--- src/rtl/uart_baud_gen_pkg.sv ---
package uart_baud_gen_pkg;

  // Source selection encoding for the divider chain
  typedef enum logic {
    SRC_REF  = 1'b0,
    SRC_DIV8 = 1'b1
  } src_sel_e;

  // Fixed prescale ratio of the divided source
  localparam int PRESCALE_DIV = 8;

  // Smallest number of samples per bit minus one that is allowed
  localparam int BIT_DIV_FLOOR = 4;

endpackage

--- src/rtl/ubg_prescale.sv ---
module ubg_prescale
  import uart_baud_gen_pkg::*;
#(
  parameter int DIV = PRESCALE_DIV
) (
  input  logic     clk,
  input  logic     rst_n,
  input  logic     clear,
  input  src_sel_e sel,
  output logic     src_en
);

  localparam int CW = (DIV > 1) ? $clog2(DIV) : 1;
  localparam logic [CW-1:0] LAST = CW'(DIV - 1);

  logic [CW-1:0] pre_cnt;

  // Counts only when the divided source is selected
  always_ff @(posedge clk or negedge rst_n) begin
    if (!rst_n) begin
      pre_cnt <= '0;
    end else if (clear || sel == SRC_REF) begin
      pre_cnt <= '0;
    end else if (pre_cnt == LAST) begin
      pre_cnt <= '0;
    end else begin
      pre_cnt <= pre_cnt + 1'b1;
    end
  end

  assign src_en = (sel == SRC_REF) ? 1'b1 : (pre_cnt == LAST);

endmodule

--- src/rtl/ubg_cd_counter.sv ---
module ubg_cd_counter #(
  parameter int CD_W = 16
) (
  input  logic            clk,
  input  logic            rst_n,
  input  logic            clear,
  input  logic            src_en,
  input  logic [CD_W-1:0] div,
  output logic            fire,
  output logic [CD_W-1:0] cnt
);

  logic active;

  // Terminal count of a divisor: one less than the divisor itself
  function automatic logic [CD_W-1:0] term_of(input logic [CD_W-1:0] d);
    return d - 1'b1;
  endfunction

  assign active = !clear && (div != '0) && src_en;
  assign fire   = active && (cnt == term_of(div));

  always_ff @(posedge clk or negedge rst_n) begin
    if (!rst_n) begin
      cnt <= '0;
    end else if (clear) begin
      cnt <= '0;
    end else if (active) begin
      cnt <= fire ? '0 : cnt + 1'b1;
    end
  end

endmodule

--- src/rtl/ubg_bd_counter.sv ---
module ubg_bd_counter
  import uart_baud_gen_pkg::*;
#(
  parameter int BD_W  = 4,
  parameter int FLOOR = BIT_DIV_FLOOR
) (
  input  logic            clk,
  input  logic            rst_n,
  input  logic            clear,
  input  logic            sample_fire,
  input  logic [BD_W-1:0] div,
  output logic            fire,
  output logic [BD_W-1:0] cnt,
  output logic [BD_W-1:0] eff
);

  localparam logic [BD_W-1:0] FLOOR_V = BD_W'(FLOOR);

  // Raise small divisors to the floor so each bit has enough samples
  function automatic logic [BD_W-1:0] clamp_div(input logic [BD_W-1:0] d);
    return (d < FLOOR_V) ? FLOOR_V : d;
  endfunction

  assign eff  = clamp_div(div);
  assign fire = !clear && sample_fire && (cnt == eff);

  always_ff @(posedge clk or negedge rst_n) begin
    if (!rst_n) begin
      cnt <= '0;
    end else if (clear) begin
      cnt <= '0;
    end else if (sample_fire) begin
      cnt <= fire ? '0 : cnt + 1'b1;
    end
  end

endmodule

--- src/rtl/uart_baud_gen.sv ---
module uart_baud_gen
  import uart_baud_gen_pkg::*;
#(
  parameter int CD_W = 16,
  parameter int BD_W = 4
) (
  input  logic            clk,
  input  logic            rst_n,
  input  logic            run_en,
  input  logic            src_div8,
  input  logic [CD_W-1:0] clk_div,
  input  logic [BD_W-1:0] bit_div,
  output logic            sample_tick,
  output logic            baud_tick
);

  // Held copy of the configuration, used to detect a change
  logic            src_q;
  logic [CD_W-1:0] cd_q;
  logic [BD_W-1:0] bd_q;

  // Named internal events for the checker
  logic            cfg_change;
  logic            chain_clear;
  logic            src_en;
  logic            cd_fire;
  logic            bd_fire;
  logic [CD_W-1:0] cd_cnt;
  logic [BD_W-1:0] bd_cnt;
  logic [BD_W-1:0] bd_eff;
  src_sel_e        sel;

  assign sel         = src_div8 ? SRC_DIV8 : SRC_REF;
  assign cfg_change  = (src_div8 != src_q) || (clk_div != cd_q) || (bit_div != bd_q);
  assign chain_clear = !run_en || cfg_change;

  always_ff @(posedge clk or negedge rst_n) begin
    if (!rst_n) begin
      src_q <= 1'b0;
      cd_q  <= '0;
      bd_q  <= '0;
    end else begin
      src_q <= src_div8;
      cd_q  <= clk_div;
      bd_q  <= bit_div;
    end
  end

  ubg_prescale #(
    .DIV (PRESCALE_DIV)
  ) u_prescale (
    .clk    (clk),
    .rst_n  (rst_n),
    .clear  (chain_clear),
    .sel    (sel),
    .src_en (src_en)
  );

  ubg_cd_counter #(
    .CD_W (CD_W)
  ) u_cd (
    .clk    (clk),
    .rst_n  (rst_n),
    .clear  (chain_clear),
    .src_en (src_en),
    .div    (clk_div),
    .fire   (cd_fire),
    .cnt    (cd_cnt)
  );

  ubg_bd_counter #(
    .BD_W  (BD_W),
    .FLOOR (BIT_DIV_FLOOR)
  ) u_bd (
    .clk         (clk),
    .rst_n       (rst_n),
    .clear       (chain_clear),
    .sample_fire (cd_fire),
    .div         (bit_div),
    .fire        (bd_fire),
    .cnt         (bd_cnt),
    .eff         (bd_eff)
  );

  // Registered outputs: clean one-cycle enables
  always_ff @(posedge clk or negedge rst_n) begin
    if (!rst_n) begin
      sample_tick <= 1'b0;
      baud_tick   <= 1'b0;
    end else begin
      sample_tick <= cd_fire;
      baud_tick   <= bd_fire;
    end
  end

endmodule

--- config.mk ---
export PLATFORM = sky130hd
export DESIGN_NAME = uart_baud_gen
export DESIGN_NICKNAME = d
export VERILOG_FILES = /design/src/rtl/uart_baud_gen_pkg.sv /design/src/rtl/ubg_prescale.sv /design/src/rtl/ubg_cd_counter.sv /design/src/rtl/ubg_bd_counter.sv /design/src/rtl/uart_baud_gen.sv
export SDC_FILE = /design/constraint.sdc
export NUM_CORES = 1
export LEC_CHECK = 0
export ABC_AREA = 0
export CAP_MARGIN = 30
export CORE_ASPECT_RATIO = 0.8
export CORE_UTILIZATION = 30
export DETAILED_ROUTE_END_ITERATION = 10
export PLACE_DENSITY = 0.54
export SETUP_SLACK_MARGIN = 0.3
export SLEW_MARGIN = 20
export SYNTH_ARGS = -nofsm -noshare
export SYNTH_HDL_FRONTEND = slang
export SYNTH_SLANG_ARGS = --single-unit
--- constraint.sdc ---
create_clock -name clk -period 6.6 [get_ports clk]
set_input_delay 1.32 -clock clk [delete_from_list [all_inputs] [get_ports clk]]
set_output_delay 1.32 -clock clk [all_outputs]
set_load 0.05 [all_outputs]
# [Word level (Yosys, flattened, before mapping)]
# Cells that the tools add are included.
[word_totals] in_bits=24 mem_bits_ro=0 latch_bits=0 ramBits=0 memories=0 ff_bits=46
[op_classes] div_mod_pow=0 n_mul=0 order_cmp=1 reduce_logical=14 shifts=0 n_bitwise=1 n_addsub=4 eq_ne=6 mux=11
[ops] op="$mux W16" n=3
[ops] op="$add A16 B1 Y16 const B" n=1
[ops] op="$eq A16 B16 Y1" n=1
[ops] op="$mux W4" n=4
[ops] op="$ne A16 B16 Y1" n=1
[ops] op="$reduce_bool A16 Y1" n=1
[ops] op="$sub A16 B1 Y16 const B" n=1
[ops] op="$mux W3" n=2
[ops] op="$logic_and A1 B1 Y1" n=5
[ops] op="$add A4 B1 Y4 const B" n=1
[ops] op="$eq A4 B4 Y1" n=1
[ops] op="$logic_or A1 B1 Y1" n=4
[ops] op="$lt A4 B3 Y1 const B" n=1
[ops] op="$ne A4 B4 Y1" n=1
[ops] op="$reduce_bool A2 Y1" n=2
[ops] op="$add A3 B1 Y3 const B" n=1
[ops] op="$eq A3 B3 Y1 const B" n=1
[ops] op="$logic_not A1 Y1" n=2
[ops] op="$mux W1" n=2
[ops] op="$ne A1 B1 Y1" n=1
[ops] op="$not A1 Y1" n=1

# [Longest topological paths before layout]
# Gate-level depths: netlist of run 1.
[logic_depth] word_depth=13 mapped_depth=11 mapped_depth_nobuf=9

# [By module]
# Synthesis of run 1 repeated with hierarchy kept, for this count alone.
[hier_totals] cells_unflattened=284 hier_area_um2=2837.7
[by_module_without_submodules] mod="ubg_cd_counter" instances=1 seq_area_each_um2=400.4 area_each_um2=1541.5 cells_each=188
[by_module_without_submodules] mod="uart_baud_gen" instances=1 seq_area_each_um2=575.6 area_each_um2=803.3 cells_each=51
[by_module_without_submodules] mod="ubg_bd_counter" instances=1 seq_area_each_um2=100.1 area_each_um2=350.3 cells_each=36
[by_module_without_submodules] mod="ubg_prescale" instances=1 seq_area_each_um2=75.1 area_each_um2=142.6 cells_each=9

# [Worst setup path after synthesis of run 1]
# Ideal clock, no wire load.
[synth_timing] path_kind="input to register" from="input port clk_div[0]" to="register u_bd.cnt[0]" t_arrival_ps=3534 setup_time_ps=132 slack_ps=2934 path_stages=10 path_cell_list="inv_1 > ha_1 > or3b_1 > buf_2 > or4_4 > a22oi_2 > nand4_2 > nor4b_4 > mux2i_1 > nor2_1"
[synth_via] elab_chain_cells=13 elab_cells_between_ends=17 cone_classes="1 x add/sub; 2 x eq/ne; 3 x mux; 11 x reduce/logical"
[synth_lines] element="start: declaration" line="uart_baud_gen.sv:11" rtl="input logic [CD_W-1:0] clk_div,"
[synth_lines] element="branches (longest 13 deep; another with $sub A16 B1 Y16)"
[synth_lines] element="end signal: assignment" line="ubg_bd_counter.sv:33" rtl="cnt <= fire ? '0 : cnt + 1'b1;"
[synth_lines] element="end: declaration" line="ubg_bd_counter.sv:13" rtl="output logic [BD_W-1:0] cnt,"
# Several ways; the timed one is not identified. The select of a mux whose other input is x is not followed.
# A chain may end at the register's enable or synchronous reset.

# [Worst setup path after layout of run 1]
[layout_timing] from="input port clk_div[0]" to="register u_cd.cnt[1]"
[layout_via] elab_chain_cells=11 elab_cells_between_ends=15 cone_classes="1 x add/sub; 2 x eq/ne; 3 x mux; 9 x reduce/logical"
[layout_lines] element="branches (longest 11 deep; another with $sub A16 B1 Y16)"
[layout_lines] element="end signal: assignment" line="ubg_cd_counter.sv:29" rtl="cnt <= fire ? '0 : cnt + 1'b1;"
[layout_lines] element="end: declaration" line="ubg_cd_counter.sv:10" rtl="output logic [CD_W-1:0] cnt"
# Several ways; the timed one is not identified. The select of a mux whose other input is x is not followed.

==> impl_metrics.tcl, run 1 <==
set metrics [dict create \
    outcome "complete, but fails checks" \
    violations "DRC" \
    start_util_pct 31.40 \
    reg2reg_slack_ns 4.05 \
    crit_arrival_ns 4.58 \
    hold_viol 0 \
    hp-class "flip-flop to flip-flop" \
    finalWorstSetupSlack_ns 2.179 \
    htreeDepth 2 \
    stdcell_count 443 \
    n_antenna_cell 0 \
    clk_latency_ns 0.29 \
    mappedNetlistNets 339 \
    dp.cells 435 \
    cts_hold_buf 0 \
    worst_hold_slack_ns 0.4537 \
    grt_pass1_vias 2286 \
    internal_power_w 0.0004722 \
    cp_max_fo 7 \
    avgSynthCellArea_sq_um 9.382 \
    die_w_microns 111.9 \
    peakVddDrop_mv 0.09737 \
    layout_worst_path_cycle_share_pct 66.98 \
    grt_pass1_wl_microns 12180 \
    tightest_slew_ns 0.7341 \
    max_slew_margin_pct 50.61 \
    pre_cts_ws_ns 1.841 \
    leakage_nw 1.285 \
    finClkSkew_ns 0.005728 \
    synth_area_sq_um 2899 \
    cts_tree "done" \
    clkPwrFrac_pct 41.0 \
    vias 2354 \
    grt_max_degree 30 \
    finalNetCount 357 \
    post-dp-hpwl_microns 5476 \
    mostFrequentLayoutCell "dfrtp_1" \
    row_count 31 \
    gp_congestion 0.8406 \
    syn_inst 309 \
    slew_viol_final 0 \
    pwr-share-comb_pct 12.2 \
    root_buffer "clkbuf_16" \
    synthDistinctLibCells 59 \
    pin_count 26 \
    required_ns 6.76 \
    cts_setup_buffers 0 \
    ys_seq_area_share_pct 39.71 \
    async_flop_share_pct 100.0 \
    synth-warning-count 0 \
    syn_to_final_growth_pct 16.75 \
    fmax_mhz 226.2 \
    hp-start "u_prescale.pre_cnt[0]$_DFF_PN0_" \
    endpoint_kind "flip-flop" \
    drive_above_1_share_pct 6.098 \
    vias_per_cell 5.314 \
    clk_pin_slew_worst_paths_ns 0.06 \
    setup_viol 0 \
    antenna_left 0 \
    r2r_cells 7 \
    clock-sinks 46 \
    wire_per_inst_microns 16.21 \
    die_area_sq_um 10060 \
    post-route-drc-count 1 \
    finalPower_w 0.0006229 \
    p_sw_w 0.0001507 \
    critPathKind "input port to flip-flop" \
    antenna_found_initial 0 \
    grt_usage_pct 15.49 \
    ctsResizeCount 0 \
    firstDrtPassIters 7 \
    startpoint_type "input port" \
    ys.flop_type "dfrtp_1" \
    mostFrequentLayoutCells "dfrtp_1 (46), xnor2_1 (34), nand2_1 (24), clkdlybuf4s50_1 (24), nor2_1 (20)" \
    io_buffers 25 \
    overflow 0 \
    switching_share_pct 24.19 \
    numCtsBuffers 5 \
    wl_microns 7183 \
    ys_ff_latch 46 \
    rsz0062_at_grt "no" \
    core-area_sq_um 9231 \
    hold_path_end "u_prescale.pre_cnt[0]$_DFF_PN0_" \
    holdPathStages 1 \
    die_h_microns 89.93 \
    pwr_density_cell_nw_per_um2 184.1 \
    cap_viol_max_count 0 \
    fin_setup_tns_ns 0 \
    drt-initial-drc-count 121 \
    synth_edf_count 0 \
    pwr-share-seq_pct 46.8 \
    clock_path_buffers 2 \
    min_period_ns 4.421 \
    r2r_start "cd_q[0]$_DFF_PN0_" \
    regToRegEndpoint "u_cd.cnt[4]$_DFFE_PN0P_" \
]
[routing by layer]
metal	global-route usage (%)	share of wire, %	vias up	routed length (microns)
met2	21.84	41	49	2961
met1	23.95	53	1144	3832
met5	0	0	-	0
met3	2.630	4.5	7	320
li1	-	-	1154	-
met4	4.167	0.95	0	68
[cell type report]
cell class	count	area (sq um)
Clock buffer	7	142.6
Clock inverter	1	5.005
Fill cell	938	5847
Inverter	7	26.28
Multi-Input combinational cell	240	1645
Sequential cell	46	1151
Tap cell	115	143.9
Timing Repair Buffer	27	270.3
[state kept, by name, indices dropped and copies added, names as in the netlist]
register            flops
u_bd.cnt                4
baud_tick               1
u_prescale.pre_cnt      3
u_cd.cnt               16
cd_q                   16
sample_tick             1
src_q                   1
bd_q                    4
[metrics by stage]
stage | instance area (sq um) | utilization, %
global route | 3385 | 36.66
floorplan | 2899 | -
global placement | 3212 | 34.79
CTS | 3385 | 36.66
detailed placement | 3237 | 35.06
finish | 3385 | 36.66
[worst max-delay path by stage]
stage | start | to | slack (ns) | depth (start not counted)
floorplan | clk_div[0] | u_bd.cnt[0]$_DFFE_PN0P_ | 2.93 | 10
global placement | clk_div[0] | u_bd.cnt[0]$_DFFE_PN0P_ | 1.89 | 10
detailed placement | clk_div[0] | u_cd.cnt[1]$_DFFE_PN0P_ | 1.84 | 10
CTS | clk_div[0] | u_bd.cnt[1]$_DFFE_PN0P_ | 2.15 | 10
global route | clk_div[0] | u_cd.cnt[1]$_DFFE_PN0P_ | 1.97 | 10
finish | clk_div[0] | u_cd.cnt[1]$_DFFE_PN0P_ | 2.18 | 10
[synth_stat cells (all sizes together), types with 2 or more instances]
cell | n | share of area (%)
nand3 | 5 | 0.86
and2 | 3 | 0.65
clkbuf | 9 | 1.2
o21ai | 10 | 1.7
xnor2 | 34 | 10
or4 | 5 | 1.4
nor3 | 17 | 3.1
dfrtp | 46 | 40
nand2b | 2 | 0.43
buf | 7 | 1.5
mux2i | 3 | 1.0
o21a | 3 | 0.78
nor2 | 20 | 2.6
nor4 | 10 | 2.4
or2 | 2 | 0.43
or3 | 6 | 1.3
a41o | 2 | 0.69
ha | 6 | 2.6
nor2b | 5 | 1.1
inv | 7 | 0.91
a211oi | 3 | 0.78
xor2 | 17 | 5.1
o31ai | 3 | 0.78
a311o | 2 | 0.69
a21oi | 13 | 2.2
nand4 | 12 | 2.8
nand3b | 2 | 0.52
and3b | 2 | 0.60
nor4b | 4 | 1.7
nand2 | 24 | 3.1
and3 | 7 | 1.5
[power groups by stage]
stage / combinational (W) / sequential, W / clock, W
2_1_floorplan: 0.0000412 / 0.000296 / 0
3_3_place_gp: 0.0000747 / 0.000296 / 0
3_5_place_dp: 0.0000770 / 0.000297 / 0
4_1_cts: 0.0000775 / 0.000291 / 0.000262
5_1_grt: 0.0000848 / 0.000292 / 0.000274
6_report: 0.0000761 / 0.000291 / 0.000256
[kinds of logic after synthesis]
kind of cell	after synthesis	share of synthesized area [%]
buffers and inverters	23	3.539
AOI/OAI and AO/OA	51	12.30
muxes	3	1.036
and+or+nand+nor	129	25.42
DFF	46	39.71
adders and majority gates	6	2.589
xor gates and xnor gates	51	15.41
[critical path: stages]
cell and delay (ns):
clkdlybuf4s50_1 0.58, inv_1 0.18, ha_1 0.25, or4b_2 0.64, nor4_1 0.26, nor4_1 0.08, o21ai_1 0.51, nor4b_4 0.47
a2bb2oi_1 0.24, nor2_1 0.06
No activity file was read; power rests on OpenSTA's default activity.
==> inputs of run 2 (changes only) <==
Clock period 6.6 ns to 4.4 ns, I/O delays scaled along.
==> run 2 against run 1 <==
The flow still finishes with violations (DRC). Critical path depth stayed put. Critical path type unchanged. Clock-buffer cell count is 2 lower. Worst hold slack got worse by 0.014 ns. Die area did not move. Total power rose by 47%. Sequential share of layout area fell by 0.57 points. Final cell count grew 1.8%. Setup slack lost 1.6 ns.
==> impl_metrics.tcl, run 2 (synthesized netlist as in run 1, its figures left out) <==
set metrics [dict create \
    outcome "complete, but fails checks" \
    violations "DRC" \
    max_stage_delay_ns 0.55 \
    cap_viol_max_count 0 \
    required_ns 4.55 \
    overflow 0 \
    cp_cell_sequence "clkdlybuf4s50_1 -> inv_1 -> ha_1 -> or3b_1 -> or4_4 -> a21oi_1 -> nand2_1 -> nor3_2 -> a31o_2 -> nor2_1" \
    cpMaxStageDelayCell "clkdlybuf4s50_1" \
    n_antenna_cell 0 \
    mostFrequentLayoutCells "dfrtp_1 (46), xnor2_1 (34), nand2_1 (24), clkdlybuf4s50_1 (24), nor2_1 (20)" \
    firstDrtPassIters 7 \
    cp_max_fo 14 \
    gp_congestion 0.8258 \
    hold_viol 0 \
    core-area_sq_um 9231 \
    wl_microns 7234 \
    reg_top3 "cd_q (16), u_cd.cnt (16)" \
    grt_usage_pct 15.42 \
    die_w_microns 111.9 \
    reg2reg_slack_ns 1.97 \
    drive_above_1_share_pct 8.631 \
    crit_arrival_ns 3.95 \
    setup_viol 0 \
    holdPathStages 1 \
    startpoint_type "input port" \
    die_h_microns 89.93 \
    peakVddDrop_mv 0.1541 \
    numCtsBuffers 5 \
    grt_pass1_wl_microns 12230 \
    wire_per_inst_microns 16.04 \
    vias_per_cell 5.237 \
    clk_latency_ns 0.28 \
    cts_hold_buf 0 \
    hold_path_end "u_prescale.pre_cnt[0]$_DFF_PN0_" \
    row_count 31 \
    clk_pin_slew_worst_paths_ns 0.06 \
    pin_count 26 \
    endpoint_kind "flip-flop" \
    r2r_cells 7 \
    finClkSkew_ns 0.004151 \
    drt-initial-drc-count 114 \
    r2r_start "u_cd.cnt[9]$_DFFE_PN0P_" \
    rsz0062_at_grt "no" \
    critPathKind "input port to flip-flop" \
    cts_setup_buffers 0 \
    grt_max_degree 25 \
    fmax_mhz 263.8 \
    regToRegEndpoint "u_bd.cnt[0]$_DFFE_PN0P_" \
    hp-class "flip-flop to flip-flop" \
    start_util_pct 31.40 \
    layout_worst_path_cycle_share_pct 86.16 \
    path_buf_inv 2 \
    leakage_nw 1.324 \
    mostFrequentLayoutCell "dfrtp_1" \
    worst_hold_slack_ns 0.4399 \
    io_buffers 25 \
    fill_cells 949 \
    ctsResizeCount 0 \
    cts_tree "done" \
    post-dp-hpwl_microns 5537 \
    hp-start "u_prescale.pre_cnt[0]$_DFF_PN0_" \
    root_buffer "clkbuf_16" \
    clock-sinks 46 \
    fin_setup_tns_ns 0 \
    syn_to_final_growth_pct 18.73 \
    finalNetCount 366 \
    slew_viol_final 0 \
    post-route-drc-count 1 \
    grt_pass1_vias 2316 \
    critical-path-top-delay-family "simple AND/OR/NAND/NOR gates" \
    antenna_left 0 \
    pwr_density_cell_nw_per_um2 266.5 \
    htreeDepth 2 \
    clock_path_buffers 2 \
    max_slew_margin_pct 51.65 \
    antenna_found_initial 0 \
    tightest_slew_ns 0.7187 \
    min_period_ns 3.791 \
    vias 2362 \
    die_area_sq_um 10060 \
]
## run 2: changes by cell type in the layout (fill, tap and decap cells not counted)
cell / delta
buf_4: +10
clkbuf_8: -1
clkinv_2: +1
buf_2: -1
clkbuf_1: -1
## run 2: stage by stage
stage | area (sq um) | setup slack [ns] | utilization [%] | total power [W] | instances
2_1_floorplan | 2899 | 1.174 | - | 0.0005062 | 309
3_3_place_gp | 3287 | 0.3996 | 35.61 | 0.0005609 | 443
3_5_place_dp | 3307 | 0.3412 | 35.82 | 0.0005644 | 444
4_1_cts | 3442 | 0.6464 | 37.29 | 0.0009305 | 451
5_1_grt | 3442 | 0.4030 | 37.29 | 0.0009610 | 451
6_report | 3442 | 0.6089 | 37.29 | 0.0009173 | 451
## run 2: per-layer routing
metal | vias to the layer above | routed length [microns] | track usage, %
met3 | 2 | 262 | 2.630
met2 | 43 | 2963 | 21.64
met4 | 0 | 26 | 2.703
met1 | 1146 | 3981 | 24.43
met5 | - | 0 | 0
li1 | 1171 | - | -
## run 2: area by class of cell
cell class | instances | area (sq um) | area share [%]
tap | 115 | 143.9 | 4.180
multi-input combinational | 240 | 1645 | 47.80
sequential | 46 | 1151 | 33.44
clock buffer | 5 | 125.1 | 3.635
inverter | 7 | 26.28 | 0.7634
clock inverter | 2 | 10.01 | 0.2908
timing repair buffer | 36 | 340.3 | 9.887
## run 2: how the worst max path moves through the flow
| stage | from | end | slack [ns] | cells past startpoint |
|---|---|---|---|---|
| after global placement | clk_div[1] | u_cd.cnt[7]$_DFFE_PN0P_ | 0.40 | 10 |
| after global routing | clk_div[1] | u_cd.cnt[4]$_DFFE_PN0P_ | 0.40 | 10 |
| after detailed placement | clk_div[1] | u_cd.cnt[7]$_DFFE_PN0P_ | 0.34 | 10 |
| final | clk_div[1] | u_cd.cnt[10]$_DFFE_PN0P_ | 0.61 | 10 |
| after CTS | clk_div[1] | u_cd.cnt[7]$_DFFE_PN0P_ | 0.65 | 10 |
| after floorplan | clk_div[0] | u_bd.cnt[0]$_DFFE_PN0P_ | 1.17 | 10 |
## run 2: power breakdown
part | total [W] | internal, W | switching, W | leakage (nW)
clock | 0.000361 | 0.000205 | 0.000156 | 0.0694
combinational | 0.000119 | 0.0000542 | 0.0000650 | 0.660
sequential | 0.000437 | 0.000433 | 0.00000418 | 0.594
total | 0.000917 | 0.000692 | 0.000225 | 1.32
==> inputs of run 3 (changes only) <==
Clock period 4.4 ns to 3.65 ns, I/O delays scaled along.
==> run 3 against run 2 <==
The flow still finishes with violations (DRC). Wire length is 2.2% higher. Sequential power is 21% higher. Via count is 2.4% higher. Worst hold slack worse by 0.078 ns. Die area stayed put. Setup slack worse by 0.20 ns. Clock skew is 0.0019 ns higher. First-iteration DRC count is 1.8% higher.
==> impl_metrics.tcl, run 3 (synthesized netlist as in run 1, its figures left out) <==
set metrics [dict create \
    wire_per_inst_microns 15.87 \
    fmax_mhz 308.5 \
    finClkSkew_ns 0.006067 \
    tightest_slew_ns 0.7058 \
    antenna_found_initial 0 \
    numCtsBuffers 5 \
    slew_viol_final 0 \
    post-dp-hpwl_microns 5638 \
    grt_max_degree 32 \
    post-route-drc-count 1 \
    layout_worst_path_cycle_share_pct 88.80 \
    root_buffer "clkbuf_16" \
    pwr_density_cell_nw_per_um2 334.0 \
    gp_congestion 0.8844 \
    drt-initial-drc-count 116 \
    io_buffers 25 \
    register_area_sq_um 1151 \
    clkPwrFrac_pct 43.6 \
    max_slew_margin_pct 52.51 \
    firstDrtPassIters 7 \
    antenna_left 0 \
    pin_count 26 \
    die_h_microns 89.93 \
    vias 2419 \
    rsz0062_at_grt "no" \
    cp_max_fo 5 \
    fill_cells 936 \
    row_count 31 \
    pwr-share-seq_pct 43.5 \
    switching_share_pct 22.97 \
    placed_area_sq_um 3412 \
    syn_to_final_growth_pct 25.03 \
    pwr-share-comb_pct 12.9 \
    die_area_sq_um 10060 \
    grt_pass1_wl_microns 12470 \
    setup_viol 0 \
    n_antenna_cell 0 \
    internal_power_w 0.0009326 \
    clk_pin_slew_worst_paths_ns 0.06 \
    required_ns 3.83 \
    p_sw_w 0.0002781 \
    fin_area_sq_um 3625 \
    peakVddDrop_mv 0.2334 \
    cap_viol_max_count 0 \
    mostFrequentLayoutCells "dfrtp_1 (46), xnor2_1 (34), buf_4 (25)" \
    finalPower_w 0.001211 \
    hold_viol 0 \
    htreeDepth 2 \
    worst_hold_slack_ns 0.3616 \
    reg_top3 "cd_q (16), u_cd.cnt (16)" \
    grt_pass1_vias 2408 \
    finalNetCount 381 \
    clock_path_buffers 2 \
    mostFrequentLayoutCell "dfrtp_1" \
    fin_setup_tns_ns 0 \
    startpoint_type "input port" \
    endpoint_kind "flip-flop" \
    hp-class "input port to async pin" \
    drive_above_1_share_pct 13.11 \
    overflow 0 \
    clk_latency_ns 0.29 \
    min_period_ns 3.241 \
    crit_arrival_ns 3.42 \
    wl_microns 7395 \
    cts_tree "done" \
    violations "DRC" \
    leakage_nw 1.439 \
    outcome "complete, but fails checks" \
    critPathKind "input port to flip-flop" \
    start_util_pct 31.40 \
    multi_input_area_sq_um 1677 \
    die_w_microns 111.9 \
    grt_usage_pct 15.92 \
    clock-sinks 46 \
    vias_per_cell 5.191 \
    core-area_sq_um 9231 \
]
[run 3: power by group through the flow]
| stage | clock network (W) | logic, W | registers, W |
|---|---|---|---|
| after floorplan | 0 | 0.0000746 | 0.000536 |
| after global placement | 0 | 0.000150 | 0.000536 |
| after detailed placement | 0 | 0.000154 | 0.000536 |
| after CTS | 0.000540 | 0.000156 | 0.000527 |
| after global routing | 0.000560 | 0.000173 | 0.000527 |
| final | 0.000528 | 0.000156 | 0.000527 |
[run 3: worst paths after layout]
path,start,to,slack (ns),depth (start not counted)
setup / recovery,clk_div[0],u_cd.cnt[0]$_DFFE_PN0P_,0.41,11
hold / removal,rst_n,cd_q[8]$_DFF_PN0_,0.36,1
setup reg to reg,u_prescale.pre_cnt[0]$_DFF_PN0_,u_cd.cnt[15]$_DFFE_PN0P_,1.33,8
hold reg to reg,u_prescale.pre_cnt[0]$_DFF_PN0_,u_prescale.pre_cnt[0]$_DFF_PN0_,0.44,1
max in group asynchronous,rst_n,bd_q[0]$_DFF_PN0_,2.79,2
min in group clk,u_prescale.pre_cnt[0]$_DFF_PN0_,u_prescale.pre_cnt[0]$_DFF_PN0_,0.44,1
[run 3: area by class of cell]
type	instances	share of cell area [%]
repair buffers	51	12.63
flip-flops and latches	46	31.76
well taps	115	3.970
clock buffers	6	3.832
multi-input cells	240	46.25
clock inverters	1	0.8284
inverters	7	0.7249
[run 3: through the flow]
step	cells	setup slack (ns)	utilization [%]
2_1_floorplan	309	0.5736	-
3_3_place_gp	457	0.05764	36.74
3_5_place_dp	458	-0.01423	36.96
4_1_cts	465	0.3579	38.79
5_1_grt	466	0.2960	39.27
6_report	466	0.4088	39.27
[run 3: worst max-delay path: stages]
cell	delay, ns
clkdlybuf4s50_1	0.46
inv_1	0.13
ha_2	0.24
or3b_1	0.38
or4_4	0.50
a22oi_2	0.21
nand4_2	0.14
nor4b_4	0.23
buf_4	0.18
nor3_1	0.05
o21a_1	0.18
[run 3: repair_timing]
item                                   in CTS  in global routing
setup buffers                               0                  1
resized for setup                           0                  8
hold buffers                                0                  0
pin swaps                                   1                  1
endpoints found under the hold margin       0                  0
setup endpoints to repair                   2                 19
gates cloned                                0                  0
[run 3: per-layer routing]
layer | vias up | track usage, % | share of wire (%)
met4 | 0 | 4.167 | 1.5
li1 | 1198 | - | -
met1 | 1150 | 23.71 | 53
met5 | - | 0 | 0
met2 | 63 | 22.83 | 40
met3 | 8 | 3.641 | 5.6
